## config.mk

```make
export PLATFORM = sky130hd
export DESIGN_NAME = stream_block_rx
export DESIGN_NICKNAME = d
export VERILOG_FILES = /design/src/rtl/stream_block_rx.sv
export SDC_FILE = /design/constraint.sdc
export NUM_CORES = 1
export LEC_CHECK = 0
export BUFFER_PORTS_ARGS = -buffer_cell sky130_fd_sc_hd__buf_2
export CAP_MARGIN = 5
export CORE_ASPECT_RATIO = 0.75
export CORE_UTILIZATION = 30
export DETAILED_ROUTE_END_ITERATION = 16
export PLACE_DENSITY = 0.55
export SYNTH_ARGS = -nofsm -noshare
export SYNTH_HDL_FRONTEND = slang
export SYNTH_SLANG_ARGS = --single-unit
export TNS_END_PERCENT = 30
```

## constraint.sdc

```tcl
create_clock -name clk -period 4 [get_ports clk]
set_input_delay 0.8 -clock clk [delete_from_list [all_inputs] [get_ports clk]]
set_output_delay 0.8 -clock clk [all_outputs]
set_load 0.01 [all_outputs]
```

## src/rtl/stream_block_rx.sv

```systemverilog
module stream_block_rx #(
  parameter int DATA_W    = 32,
  parameter int DEPTH     = 16,
  parameter int MAX_WORDS = 8
) (
  input  logic              clk,
  input  logic              rst,
  input  logic              in_valid,
  input  logic [15:0]       in_word,
  input  logic              in_eof,
  output logic              in_ready,
  input  logic [15:0]       ref_time,
  input  logic              out_req,
  output logic              out_valid,
  output logic [DATA_W-1:0] out_data,
  output logic              out_first,
  output logic              out_last,
  output logic              out_lost,
  output logic [15:0]       lat_value,
  output logic              lat_valid
);
  localparam int HALVES = DATA_W / 16;
  localparam int AW     = $clog2(DEPTH);
  localparam int HCW    = (HALVES > 1) ? $clog2(HALVES) : 1;
  localparam int WCW    = $clog2(MAX_WORDS + 1);
  localparam int EW     = DATA_W + 3;

  typedef enum logic [1:0] {P_SEQ, P_TS, P_DATA} phase_t;

  function automatic logic [15:0] crc_step(input logic [15:0] c, input logic [15:0] d);
    logic [15:0] r;
    r = c;
    for (int i = 15; i >= 0; i--)
      r = {r[14:0], 1'b0} ^ ((r[15] ^ d[i]) ? 16'h1021 : 16'h0000);
    return r;
  endfunction

  phase_t            phase;
  logic [15:0]       crc, blk_seq, blk_lat, exp_seq;
  logic [DATA_W-1:0] sh, pend;
  logic [HCW-1:0]    hc;
  logic [WCW-1:0]    wc;
  logic              have_pend, pend_first, bad, blk_lost, have_prev, lost_pend;
  logic [AW:0]       wr_ptr, cm_ptr, rd_ptr;
  logic [EW-1:0]     mem [DEPTH];

  wire              take      = in_valid && in_ready;
  wire [DATA_W-1:0] full_word = DATA_W'({sh, in_word});
  wire              word_done = (phase == P_DATA) && (hc == HCW'(HALVES - 1));
  wire              at_max    = (wc == WCW'(MAX_WORDS));
  wire              frame_ok  = in_eof && (phase == P_DATA) && (hc == '0) && have_pend
                                && !bad && (in_word == crc);
  wire              we        = take && have_pend && !bad &&
                                ((!in_eof && word_done && !at_max) || frame_ok);
  wire [EW-1:0]     wdata     = {blk_lost && pend_first, pend_first, in_eof, pend};
  wire              can_read  = out_req && (rd_ptr != cm_ptr);

  assign in_ready = ((AW+1)'(DEPTH) - (cm_ptr - rd_ptr)) >= (AW+1)'(MAX_WORDS);

  always_ff @(posedge clk)
    if (we) mem[wr_ptr[AW-1:0]] <= wdata;

  always_ff @(posedge clk) begin
    if (rst) begin
      phase      <= P_SEQ;
      crc        <= 16'hFFFF;
      blk_seq    <= '0;
      blk_lat    <= '0;
      exp_seq    <= '0;
      sh         <= '0;
      pend       <= '0;
      hc         <= '0;
      wc         <= '0;
      have_pend  <= 1'b0;
      pend_first <= 1'b0;
      bad        <= 1'b0;
      blk_lost   <= 1'b0;
      have_prev  <= 1'b0;
      lost_pend  <= 1'b0;
      wr_ptr     <= '0;
      cm_ptr     <= '0;
      lat_value  <= '0;
      lat_valid  <= 1'b0;
    end else begin
      lat_valid <= 1'b0;
      if (take) begin
        if (in_eof) begin
          phase <= P_SEQ;
          if (frame_ok) begin
            wr_ptr    <= wr_ptr + 1'b1;
            cm_ptr    <= wr_ptr + 1'b1;
            exp_seq   <= blk_seq + 16'd1;
            have_prev <= 1'b1;
            lost_pend <= 1'b0;
            lat_value <= blk_lat;
            lat_valid <= 1'b1;
          end else begin
            wr_ptr    <= cm_ptr;
            lost_pend <= 1'b1;
          end
        end else begin
          unique case (phase)
            P_SEQ: begin
              blk_seq   <= in_word;
              blk_lost  <= lost_pend || (have_prev && in_word != exp_seq);
              crc       <= crc_step(16'hFFFF, in_word);
              hc        <= '0;
              wc        <= '0;
              have_pend <= 1'b0;
              bad       <= 1'b0;
              phase     <= P_TS;
            end
            P_TS: begin
              blk_lat <= ref_time - in_word;
              crc     <= crc_step(crc, in_word);
              phase   <= P_DATA;
            end
            default: begin
              crc <= crc_step(crc, in_word);
              sh  <= full_word;
              if (word_done) begin
                hc <= '0;
                if (at_max) bad <= 1'b1;
                else begin
                  wc         <= wc + 1'b1;
                  pend       <= full_word;
                  have_pend  <= 1'b1;
                  pend_first <= (wc == '0);
                  if (have_pend && !bad) wr_ptr <= wr_ptr + 1'b1;
                end
              end else begin
                hc <= hc + 1'b1;
              end
            end
          endcase
        end
      end
    end
  end

  always_ff @(posedge clk) begin
    if (rst) begin
      rd_ptr    <= '0;
      out_valid <= 1'b0;
      out_data  <= '0;
      out_first <= 1'b0;
      out_last  <= 1'b0;
      out_lost  <= 1'b0;
    end else if (can_read) begin
      {out_lost, out_first, out_last, out_data} <= mem[rd_ptr[AW-1:0]];
      out_valid <= 1'b1;
      rd_ptr    <= rd_ptr + 1'b1;
    end else begin
      out_valid <= 1'b0;
      out_first <= 1'b0;
      out_last  <= 1'b0;
      out_lost  <= 1'b0;
    end
  end

  AST_FLAGS_NEED_VALID: assert property (@(posedge clk) disable iff (rst)
    !out_valid |-> !(out_first || out_last || out_lost));
  AST_LOST_WITH_FIRST: assert property (@(posedge clk) disable iff (rst)
    out_lost |-> out_first);
  AST_NO_OVERFLOW: assert property (@(posedge clk) disable iff (rst)
    (wr_ptr - rd_ptr) <= (AW+1)'(DEPTH));
  AST_VALID_AFTER_REQ: assert property (@(posedge clk) disable iff (rst)
    out_valid |-> $past(out_req));
  AST_LAT_ONE_CYCLE: assert property (@(posedge clk) disable iff (rst)
    lat_valid |=> !lat_valid);
endmodule

```

==> results.yml <==
route:
  routedWlPerCell_um: 22.2
  drtIter0Drc: 1353
  via_per_inst: 4.91
  ant_nets: 0
  vias: 16925
  first_pass_iters: 5
  drc: 0
  wirelength_um: 76600
critical_path:
  worstSetupEndpoint: "in_ready"
  path_class: "flop to output port"
  crit_chain: "inv_1, ha_1, ha_1, inv_1, fa_1, xor2_1, nand2_1, buf_2"
  crit_fanout: 6
  crit_start: "cm_ptr[1]"
  crit_path_end_kind: "output port"
  cp-start-kind: "flop"
  timing.rr.start: "cm_ptr[2]"
  worst-r2r-cell-count: 11
  worst_ep_arrival_time_ps: 2680
  r2r_slack_ps: 530
  slowest_stage: "fa_1"
  slowest_delay_ps: 430
  required_ps: 3200
  r2r_end: "lat_value[9]"
cts:
  cts.sinks: 757
  clkLatencyLatePin_ps: 640
  cts_resized: 0
  clk_path_buf_depth: 3
  cts_max_level: 3
  hold_buffers: 0
  cts_made_buffers: 76
  cts_tree: "built"
  path_clk_slew_ps: 60
  postCtsSetupBuffers: 0
  cts-root-buf: "clkbuf_16"
synth:
  ys_seq_area_share_pct: 67.9
  synth_edf_count: 560
  yosys-top-cells-count: "edfxtp_1 (560), nand2_1 (199), dfxtp_1 (197), mux4_2 (172), a21oi_1 (123)"
  synthDistinctLibCells: 64
  netlist.area_leader.share_pct: 55.0
  yosysWarningCount: 0
  synth_seq_cells: 757
  synth_top_cell_by_area: "edfxtp_1"
  synth_area_per_cell_sq_um: 15.9
  syn_inst: 1926
  yosysMostFrequentCell: "edfxtp_1"
  synth_area_leaders: "edfxtp_1 (55%), dfxtp_1 (13%), mux4_2 (13%)"
  ys.flop_type: "edfxtp_1"
  syn-cell-area_sq_um: 30600
  syn-num-nets: 1995
  ys_async_sr_fraction_pct: 0
finish:
  finalNonFillerCells: 3448
  syn_to_final_growth_pct: 16.8
  drive_above_1_share_pct: 23.3
  multi_input_area_sq_um: 9210
  seq_area_sq_um: 20800
  nets: 2130
  fillCellCount: 9392
timing:
  rsz0062_at_grt: "no"
  finalClockSkew_ps: 22.4
  setup_viol: 0
  fmax_ghz: 0.287
  slew_violations: 0
  min_period_over_period_pct: 87.1
  tightestPinTransition_ps: 1110
  hold_viol_final: 0
  post-route-min-period_ps: 3480
  maxSlewHeadroom_pct: 25.8
placed_design:
  hpwl_um: 50400
  port_buffers: 90
  dp_cells: 3308
  place.gp.congestion: 0.823
floorplanning:
  die_w_um: 371
  initial_core_util_pct: 30.5
  dieArea_sq_um: 103000
  io_pins: 91
  core_area_sq_um: 100000
  die_h_um: 278
  row_count: 100
power:
  p_leak_nw: 11.1
  p_total_w: 0.0162
  p_per_area_nw_per_um2: 454
  peakVddDrop_uv: 269
job:
  cap_violations: 0
grt:
  grt_max_degree: 96
  overflow: 0
  antenna_found_initial: 4
  grt_pass1_vias: 17122
  track_usage_pct: 14.8
  grt_pass1_wl_um: 114000
outcome:
  outcome: "finished clean"
hold_path:
  hp-class: "flop to flop"
==> cell usage in the layout, fill, tap and decap left out, drive strengths merged, types with 20 or more instances in the layout <==
cell type,synthesis,layout
a211oi,30,30
a21oi,124,124
buf,24,176
clkbuf,95,89
clkinv,0,38
dfxtp,197,197
edfxtp,560,560
ha,30,30
inv,32,36
mux2i,41,41
mux4,172,172
nand2,200,200
nand3,20,20
nor2,96,96
o21ai,41,41
xnor2,78,78
xor2,55,55
==> routing by layer <==
layer	track usage (%)	share of wire, %
met2	22.5	45
met4	3.64	1.9
met5	0	0.030
met3	3.57	6.8
met1	21.3	46
==> worst max-delay path, delay by kind of cell, from the launching register on <==
family,cells,cell delay [ps]
adder cells (fa/ha/maj),3,900
XOR/XNOR,1,380
flip-flops,1,340
buffers and inverters,3,280
AND/OR/NAND/NOR,1,150
==> final cells by class <==
type	count	area share, %
inverter	32	0.337
sequential	757	58.2
multi-input combinational	1018	25.8
antenna	2	0.0140
tap	1326	4.65
timing repair buffer	176	4.25
clock inverter	48	1.17
clock buffer	89	5.55
==> power breakdown <==
part           internal (W)  switching [W]
Clock               0.00385        0.00310
Sequential          0.00837      0.0000372
Combinational      0.000354       0.000484
==> registers in the layout (all words and copies together), names as in the netlist, 2 cells and up, named ones only <==
name       flops
pend          32
wc             4
crc           16
rd_ptr         5
out_data      32
wr_ptr         5
mem          560
phase          2
cm_ptr         5
blk_seq       16
lat_value     16
sh            16
exp_seq       16
blk_lat       16
==> how the worst min path moves through the flow <==
stage                   to   startpoint  slack (ps)  depth (start not counted)
2_1_floorplan   blk_lat[3]   blk_lat[3]         430                          2
3_3_place_gp   out_data[6]  out_data[6]         440                          2
3_5_place_dp   out_data[6]  out_data[6]         450                          2
4_1_cts        out_data[6]  out_data[6]         460                          2
5_1_grt        out_data[7]  out_data[7]         480                          2
6_report       out_data[6]  out_data[6]         450                          2
==> metrics by stage <==
step                worst slack, ps  setup TNS [ps]  instance area [sq um]  hold slack, ps  utilization, %
floorplan                      -185          -59730                  30600             432               -
detailed placement             35.3               0                  33300             447            33.2
finish                          518               0                  35700             453            35.6
global route                    227               0                  35700             479            35.6
global placement               40.1               0                  33300             441            33.2
CTS                             401               0                  35700             456            35.6
==> cell families (layout without fill, tap and decap cells) <==
kind of cell / Yosys count / count (layout) / share of synthesized area (%)
AOI/OAI and AO/OA: 245 / 245 / 4.84
xor gates and xnor gates: 137 / 137 / 4.18
adders and majority gates: 32 / 32 / 1.36
buffers and inverters: 151 / 345 / 2.06
DFF: 757 / 757 / 67.9
muxes: 215 / 215 / 14.1
other: 0 / 2 / 0
and+or+nand+nor: 389 / 389 / 5.55
Power figures use the tool's default switching activity.
